===== src/rtl/irq_collector_pkg.sv =====
package irq_collector_pkg;
   localparam logic [7:0] ADDR_STATUS = 8'h03;
   localparam logic [7:0] ADDR_ENABLE = 8'h0A;
   localparam logic [7:0] ADDR_DIR    = 8'h0B;
   localparam logic [7:0] STATUS_RST  = 8'hE0;
endpackage


===== src/rtl/irq_edge_detect.sv =====
module irq_edge_detect #(
   parameter int N      = 8,
   parameter bit RISING = 1'b1
) (
   input  logic         clk,
   input  logic         rst_n,
   input  logic [N-1:0] src_i,
   input  logic [N-1:0] block_i,
   output logic [N-1:0] hit_o
);
   logic [N-1:0] prev_q;

   always_ff @(posedge clk or negedge rst_n) begin
      if (!rst_n) prev_q <= '0;
      else        prev_q <= src_i;
   end

   for (genvar k = 0; k < N; k++) begin : g_bit
      if (RISING) begin : g_edge
         assign hit_o[k] = src_i[k] & ~prev_q[k] & ~block_i[k];
      end else begin : g_level
         assign hit_o[k] = src_i[k] & ~block_i[k];
      end
   end

   // a flag event always comes from a high input
   a_r2_hit_needs_high: assert property (@(posedge clk) disable iff (!rst_n)
      (hit_o & ~src_i) == '0);
endmodule


===== src/rtl/irq_status_reg.sv =====
module irq_status_reg #(
   parameter int           N       = 8,
   parameter logic [N-1:0] RST_VAL = '0
) (
   input  logic         clk,
   input  logic         rst_n,
   input  logic [N-1:0] hit_i,
   input  logic         clr_i,
   output logic [N-1:0] status_o,
   output logic [N-1:0] status_nxt_o
);
   assign status_nxt_o = (clr_i ? '0 : status_o) | hit_i;

   always_ff @(posedge clk or negedge rst_n) begin
      if (!rst_n) status_o <= RST_VAL;
      else        status_o <= status_nxt_o;
   end

   // without a read, no flag is lost
   a_r3_flags_hold: assert property (@(posedge clk) disable iff (!rst_n)
      !clr_i |=> (status_o & $past(status_o)) == $past(status_o));
   // after a read only the same-cycle events remain
   a_r5_clear_keeps_new: assert property (@(posedge clk) disable iff (!rst_n)
      clr_i |=> status_o == $past(hit_i));
endmodule


===== src/rtl/irq_cfg_regs.sv =====
module irq_cfg_regs #(
   parameter int           N      = 8,
   parameter int           ADDR_W = 8,
   parameter logic [7:0]   A_EN   = 8'h0A,
   parameter logic [7:0]   A_DIR  = 8'h0B
) (
   input  logic              clk,
   input  logic              rst_n,
   input  logic              wr_i,
   input  logic [ADDR_W-1:0] addr_i,
   input  logic [N-1:0]      wdata_i,
   output logic [N-1:0]      enable_o,
   output logic [N-1:0]      dir_o
);
   localparam logic [ADDR_W-1:0] EN_A  = ADDR_W'(A_EN);
   localparam logic [ADDR_W-1:0] DIR_A = ADDR_W'(A_DIR);

   always_ff @(posedge clk or negedge rst_n) begin
      if (!rst_n) begin
         enable_o <= '0;
         dir_o    <= '0;
      end else if (wr_i) begin
         if (addr_i == EN_A)  enable_o <= wdata_i;
         if (addr_i == DIR_A) dir_o    <= wdata_i;
      end
   end
endmodule


===== src/rtl/irq_collector.sv =====
module irq_collector
   import irq_collector_pkg::*;
#(
   parameter int ADDR_W   = 8,
   parameter int NUM_SRC  = 8,
   parameter int PIN_LO   = 4,
   parameter bit RISING   = 1'b1
) (
   input  logic               clk,
   input  logic               rst_n,
   input  logic [NUM_SRC-1:0] src_i,
   input  logic               bus_sel_i,
   input  logic               bus_wr_i,
   input  logic [ADDR_W-1:0]  bus_addr_i,
   input  logic [NUM_SRC-1:0] bus_wdata_i,
   output logic [NUM_SRC-1:0] bus_rdata_o,
   output logic               irq_n_o
);
   localparam logic [ADDR_W-1:0] ST_A  = ADDR_W'(ADDR_STATUS);
   localparam logic [ADDR_W-1:0] EN_A  = ADDR_W'(ADDR_ENABLE);
   localparam logic [ADDR_W-1:0] DIR_A = ADDR_W'(ADDR_DIR);

   if (NUM_SRC < 1 || NUM_SRC > 8) begin : g_bad_n
      $error("NUM_SRC must be 1..8");
   end
   if (PIN_LO < 0 || PIN_LO >= NUM_SRC) begin : g_bad_pin
      $error("PIN_LO must lie inside the source range");
   end
   if (ADDR_W < 4) begin : g_bad_aw
      $error("ADDR_W too small for the register map");
   end

   logic               rd_acc, wr_acc, clr_status;
   logic [NUM_SRC-1:0] enable_q, dir_q, out_mask, hit, status_q, status_nxt;
   logic               irq_pend;

   assign rd_acc     = bus_sel_i & ~bus_wr_i;
   assign wr_acc     = bus_sel_i &  bus_wr_i;
   assign clr_status = rd_acc & (bus_addr_i == ST_A);

   for (genvar k = 0; k < NUM_SRC; k++) begin : g_mask
      if (k >= PIN_LO) begin : g_pin
         assign out_mask[k] = dir_q[k];
      end else begin : g_fixed
         assign out_mask[k] = 1'b0;
      end
   end

   irq_cfg_regs #(
      .N(NUM_SRC), .ADDR_W(ADDR_W), .A_EN(ADDR_ENABLE), .A_DIR(ADDR_DIR)
   ) u_cfg (
      .clk(clk), .rst_n(rst_n), .wr_i(wr_acc), .addr_i(bus_addr_i),
      .wdata_i(bus_wdata_i), .enable_o(enable_q), .dir_o(dir_q)
   );

   irq_edge_detect #(.N(NUM_SRC), .RISING(RISING)) u_edge (
      .clk(clk), .rst_n(rst_n), .src_i(src_i), .block_i(out_mask), .hit_o(hit)
   );

   irq_status_reg #(.N(NUM_SRC), .RST_VAL(STATUS_RST[NUM_SRC-1:0])) u_status (
      .clk(clk), .rst_n(rst_n), .hit_i(hit), .clr_i(clr_status),
      .status_o(status_q), .status_nxt_o(status_nxt)
   );

   assign irq_pend = |(status_nxt & enable_q & ~out_mask);

   always_ff @(posedge clk or negedge rst_n) begin
      if (!rst_n) irq_n_o <= 1'b1;
      else        irq_n_o <= ~irq_pend;
   end

   always_comb begin
      bus_rdata_o = '0;
      if (rd_acc) begin
         if (bus_addr_i == ST_A)       bus_rdata_o = status_q;
         else if (bus_addr_i == EN_A)  bus_rdata_o = enable_q;
         else if (bus_addr_i == DIR_A) bus_rdata_o = dir_q;
      end
   end

   // no interrupt when nothing was enabled
   a_r6_no_irq_when_disabled: assert property (@(posedge clk) disable iff (!rst_n)
      (enable_q == '0) |=> irq_n_o);
   // a low interrupt always has an enabled, unmasked flag behind it
   a_r8_irq_has_cause: assert property (@(posedge clk) disable iff (!rst_n)
      !irq_n_o |-> |(status_q & $past(enable_q & ~out_mask)));
   // output-mode pins never gain a flag
   a_r7_output_no_latch: assert property (@(posedge clk) disable iff (!rst_n)
      1'b1 |=> (status_q & ~$past(status_q) & $past(out_mask)) == '0);
endmodule


===== config.mk =====
export PLATFORM = sky130hd
export DESIGN_NAME = irq_collector
export DESIGN_NICKNAME = d
export VERILOG_FILES = /design/src/rtl/irq_collector_pkg.sv /design/src/rtl/irq_edge_detect.sv /design/src/rtl/irq_status_reg.sv /design/src/rtl/irq_cfg_regs.sv /design/src/rtl/irq_collector.sv
export SDC_FILE = /design/constraint.sdc
export NUM_CORES = 1
export LEC_CHECK = 0
export ABC_AREA = 1
export BUFFER_PORTS_ARGS = -buffer_cell sky130_fd_sc_hd__buf_2
export CAP_MARGIN = 20
export CORE_UTILIZATION = 57
export CTS_CLUSTER_SIZE = 10
export DETAILED_ROUTE_END_ITERATION = 10
export PLACE_DENSITY = 0.9
export SYNTH_ARGS = -nofsm -noshare
export SYNTH_HDL_FRONTEND = slang
export SYNTH_SLANG_ARGS = --single-unit

===== constraint.sdc =====
create_clock -name clk -period 3.5 [get_ports clk]
set_input_delay 0.525 -clock clk [delete_from_list [all_inputs] [get_ports clk]]
set_output_delay 0.525 -clock clk [all_outputs]
set_load 0.1 [all_outputs]

==> Word level (Yosys, flattened, before mapping) <==
Cells that the tools add are included.
W data, S select, Z words.
{ "totals": {"regBits": 33, "inputBits": 28, "output_inout_bits": 9} }
{ "op_classes": {"muxes": 5, "eq_ne": 3, "bitwise_logic": 33, "n_reduce_logical": 3} }
{ "op_table": {"columns": ["cell", "count"], "rows": [
  ["$mux W8", 5],
  ["$and A8 B8 Y8", 2],
  ["$eq A8 B4 Y1 const B", 2],
  ["$and A1 B1 Y1", 15],
  ["$not A1 Y1", 14],
  ["$eq A8 B2 Y1 const B", 1],
  ["$not A8 Y8", 1],
  ["$or A8 B8 Y8", 1],
  ["$reduce_or A8 Y1", 1],
  ["$reduce_and A2 Y1", 2]
]} }

==> Longest topological paths before layout <==
{ "depth": {"depth_word": 9, "ltp_mapped": 11} }

==> By module <==
A second synthesis with hierarchy kept.
{ "hier_totals": {"cells_unflattened": 243, "area_unflattened_um2": 1909.3} }
{ "by_module_without_submodules": {"columns": ["module", "seq_area_each_um2", "area_per_inst_um2", "n_inst", "cells_each"], "rows": [
  ["irq_cfg_regs", 400.4, 743.2, 1, 81],
  ["irq_collector", 26.3, 558.0, 1, 97],
  ["irq_edge_detect", 200.2, 310.3, 1, 32],
  ["irq_status_reg", 203.9, 297.8, 1, 33]
]} }

==> Least setup slack after synthesis <==
OpenSTA, ideal clock, no wires.
{ "synth_path": {"kind": "input port to output port", "start": "input bus_addr_i[6]", "end": "output bus_rdata_o[5]", "slack_ns": 1.039, "arrival_time_ns": 1.936, "required_time_ns": 2.975, "stages": 8, "n_path_buf": 0, "path_cell_list": "inv_1 nand2_1 nor2_4 nor3b_4 nand2_1 nand3_1 o211ai_1 inv_1"} }
{ "synth_via": {"elab_chain_len": 5} }
{ "synth_lines": {"columns": ["item", "line", "rtl"], "rows": [
  ["start, declared", "irq_collector.sv:14", "input logic [ADDR_W-1:0] bus_addr_i,"],
  ["$eq A8 B4 Y1", "irq_collector.sv:77", "else if (bus_addr_i == DIR_A) bus_rdata_o = dir_q;"],
  ["$mux W8", "irq_collector.sv:77", null],
  ["$mux W8", "irq_collector.sv:76", "else if (bus_addr_i == EN_A) bus_rdata_o = enable_q;"],
  ["$mux W8 (*)", "irq_collector.sv:75", "if (bus_addr_i == ST_A) bus_rdata_o = status_q;"],
  ["$mux W8 (*)", "irq_collector.sv:74", "if (rd_acc) begin"],
  ["end, declared", "irq_collector.sv:16", "output logic [NUM_SRC-1:0] bus_rdata_o,"]
]} }
Every way passes the cells marked *; elsewhere a longest branch is shown, timed or not.

==> Final worst setup path <==
{ "layout_path": {"start": "input bus_addr_i[4]", "end": "output bus_rdata_o[6]"} }
The elaborated chain is that of the path after synthesis.

==> impl_results.rst <==
.. list-table::
   :header-rows: 1

   * - Metric
     - Value
   * - Arrival time worst endpoint
     - 2.09 ns
   * - Count of buffer and inverter cells on the critical path
     - 4
   * - Clk Latency, worst-skew pair
     - 0.33 ns
   * - Syn_nets
     - 228
   * - Capture point of the worst reg-to-reg path
     - irq_n_o$_DFF_PN1_
   * - Clk sinks
     - 33
   * - Number of enable-type register cells in the synthesized netlist
     - 0
   * - Worst reg-to-reg path cell count
     - 8
   * - Nets
     - 268
   * - Reg-to-reg slack, setup
     - 2.54 ns
   * - Final period util
     - 74.61%
   * - Overflow after GRT
     - 0
   * - Global routing usage on met2
     - 39.16%
   * - Tightest slew margin relative to the limit
     - 53.83%
   * - Number of hold violations in the final report
     - 0
   * - Critical path's top delay family
     - simple AND/OR/NAND/NOR gates
   * - Fill cell instance count of the final layout
     - 208
   * - Number of maximum-capacitance constraint violations
     - 0
   * - First-pass GRT wire length
     - 4567 um
   * - Transition time of the tightest slew-check pin
     - 0.6925 ns
   * - Number of hold buffers added after CTS
     - 0
   * - Primary FF master, synth
     - dfrtp_1
   * - Leading post-synthesis cells by instance count
     - nand2_1, inv_1, dfrtp_1
   * - Antenna violations before repair
     - 0
   * - 1st-iter DRT viols
     - 17
   * - Switching Share
     - 25.55%
   * - Peak ir drop on the vdd network
     - 0.0003211 V
   * - Clk_skew
     - 0.002709 ns
   * - Overall global routing resource usage
     - 22.72%
   * - Cell type with the largest total area after synthesis
     - dfrtp_1
   * - Number of clock buffers inserted by TritonCTS
     - 5
   * - Yosys Warn Count
     - 0
   * - Root Buffer
     - clkbuf_4
   * - Number of H-tree branching levels
     - 2
   * - Routed Wire Length
     - 2920 um
   * - Area of combinational cells with multiple inputs
     - 610.6 um^2
   * - GR peak layer
     - met2
   * - Share of flip-flops with an asynchronous set or reset after synthesis
     - 100.0%
   * - Element type at the critical path end
     - output port
   * - Post-DR vias/cell
     - 4.882
   * - Cell leakage power
     - 1.094 nW
   * - Clock share of power
     - 29.2%
   * - Comb power frac
     - 10.8%
   * - Post-route worst setup slack
     - 0.8887 ns
   * - Worst hold path class
     - in2async
   * - Critical-path top delay cell
     - nor3b_4
   * - Met1 usage
     - 26.13%
   * - Post-Synthesis Cells
     - 200
   * - Number of library cell types mapped by synthesis
     - 20
   * - I/O Pins
     - 37
   * - Library cell with the highest instance count after synthesis
     - nand2_1
   * - Post-CTS Repair Setup Buffers
     - 0
   * - Vias in the first global route
     - 1091
   * - Cell chain of the critical path
     - buf_2 -> inv_2 -> nand2_2 -> nor2_4 -> nor3b_4 -> nand2_1 -> nand3_1 -> o211ai_1 -> inv_1 -> buf_2
   * - Post-route minimum period
     - 2.611 ns
   * - Post-CTS clock slew at the launch and capture registers of the worst setup and hold paths
     - 0.08 ns
   * - Highest net fanout along the worst path
     - 9
   * - Total die area
     - 3023 um^2
   * - Via Count
     - 1323
   * - Sequential fraction of design power
     - 60.0%
   * - Fraction of layout instances using a drive strength above 1
     - 25.73%
   * - Die width
     - 54.99 um
   * - DRT Pass-1 Iters
     - 4
   * - Global routing met3 resource utilization
     - 7.377%
   * - Crit path largest cell delay
     - 0.43 ns
   * - Signed area change from the synthesized netlist to the final layout
     - 15.40%
   * - Final setup violation count
     - 0
   * - Switching power summed over all nets
     - 0.1706 mW
   * - Mean post-synth cell area
     - 8.001 um^2
   * - FF+latch count, synth
     - 33
   * - Clock tree from TritonCTS
     - built
   * - Number of gates resized after CTS
     - 0
   * - Remaining DRCs
     - 0
   * - CP Launch Type
     - primary input
   * - Most area-consuming cells after synthesis
     - dfrtp_1, nand2_1, inv_1
   * - Unrepaired setup endpoints after global routing
     - no
   * - Cell Pwr Density
     - 361.6 nW/um^2
   * - Power Total
     - 0.6678 mW
   * - Maximum count of clock buffers along a single path
     - 2
   * - IO buf count
     - 36
   * - Cell-internal power
     - 0.4972 mW
   * - Vertical extent of the die
     - 54.99 um
   * - Initial standard-cell utilization of the core
     - 62.33%
   * - Placeable core area
     - 2567 um^2
   * - Layout Cells excl Fill
     - 271
   * - Largest net degree at the start of global routing
     - 34
   * - Setup WS pre-CTS
     - 0.8628 ns
   * - Storage element area
     - 830.8 um^2
   * - Placement Rows
     - 18
   * - Type of the setup path with the least slack
     - in2out
   * - Synth top area share
     - 45.35%
   * - Aggregate negative setup slack
     - 0 ns
   * - Origin of the critical flop-to-flop path
     - u_cfg.dir_o[7]$_DFFE_PN0P_
   * - Antenna-violating nets left
     - 0
   * - Max-slew violation count
     - 0
   * - Final RePlAce weighted congestion
     - 0.7642
   * - Post-synthesis sequential area ratio
     - 51.92%
   * - Required time at the endpoint of the critical path
     - 2.97 ns
   * - Final Cell Area
     - 1847 um^2
   * - Wirelength per Cell
     - 10.77 um
   * - Cell repeated most along the worst path
     - buf_2
   * - Run status
     - complete, no violations
   * - Cells after DPL
     - 263
   * - Highest achievable clock rate
     - 0.3829 GHz
   * - Diode count
     - 0
   * - Placed inst area
     - 1798 um^2
   * - Total standard cell area after synthesis
     - 1600 um^2
   * - Dpl hpwl
     - 2117 um
-- logic make-up after synthesis --
| kind of cell | after synthesis | synth area share [%] |
|---|---|---|
| flip-flops | 33 | 51.92 |
| AO/OA/AOI/OAI | 24 | 10.63 |
| AND/OR/NAND/NOR | 103 | 27.52 |
| buffers and inverters | 40 | 9.929 |
-- routing by layer --
layer | share of wire [%] | vias to the layer above
li1 | - | 696
met1 | 43 | 578
met2 | 49 | 43
met3 | 6.3 | 6
met4 | 1.6 | 0
met5 | 0 | -
-- how the worst max path moves through the flow --
| stage | start | endpoint | slack (ns) | cells past startpoint |
|---|---|---|---|---|
| CTS | bus_addr_i[4] | bus_rdata_o[6] | 0.86 | 10 |
| floorplan | bus_addr_i[6] | bus_rdata_o[5] | 1.04 | 8 |
| detailed placement | bus_addr_i[4] | bus_rdata_o[6] | 0.86 | 10 |
| global route | bus_addr_i[6] | bus_rdata_o[6] | 0.69 | 10 |
| finish | bus_addr_i[4] | bus_rdata_o[6] | 0.89 | 10 |
| global placement | bus_addr_i[4] | bus_rdata_o[6] | 0.90 | 10 |
-- power by group through the flow --
stage               Sequential, mW  Clock, mW  Combinational, mW
global route                 0.402      0.218             0.0819
detailed placement           0.408          0             0.0730
floorplan                    0.423          0             0.0267
finish                       0.401      0.195             0.0721
global placement             0.407          0             0.0715
CTS                          0.401      0.198             0.0732
-- sequential cells by signal, indices dropped and copies added (netlist names) --
register / cells
u_cfg.dir_o: 8
u_cfg.enable_o: 8
u_edge.prev_q: 8
u_status.status_o: 8
irq_n_o: 1
-- per-stage QoR --
| stage | hold slack, ns | utilization [%] |
|---|---|---|
| after floorplan | 0.2294 | - |
| after global placement | 0.4592 | 70.03 |
| after detailed placement | 0.4671 | 70.03 |
| after CTS | 0.2447 | 71.93 |
| after global routing | 0.2641 | 71.93 |
| final | 0.2280 | 71.93 |
-- area by class of cell --
cell class	count	share of cell area (%)
Timing Repair Buffer	36	9.756
Clock buffer	8	2.642
Multi-Input combinational cell	127	33.06
Inverter	37	7.520
Tap cell	30	2.033
Sequential cell	33	44.99
-- placed cells by master, fill, tap and decap left out, types with 3 or more instances in the layout --
master	synthesis	final
nand2_1	77	77
buf_2	1	36
inv_1	34	34
dfrtp_1	29	29
nor2_1	10	10
nand3_1	9	9
o211ai_1	8	8
o21ai_2	8	8
o21ai_0	8	8
clkbuf_4	0	5
dfstp_2	4	4
inv_2	3	3
clkbuf_1	1	3
Power figures use the tool's default switching activity.
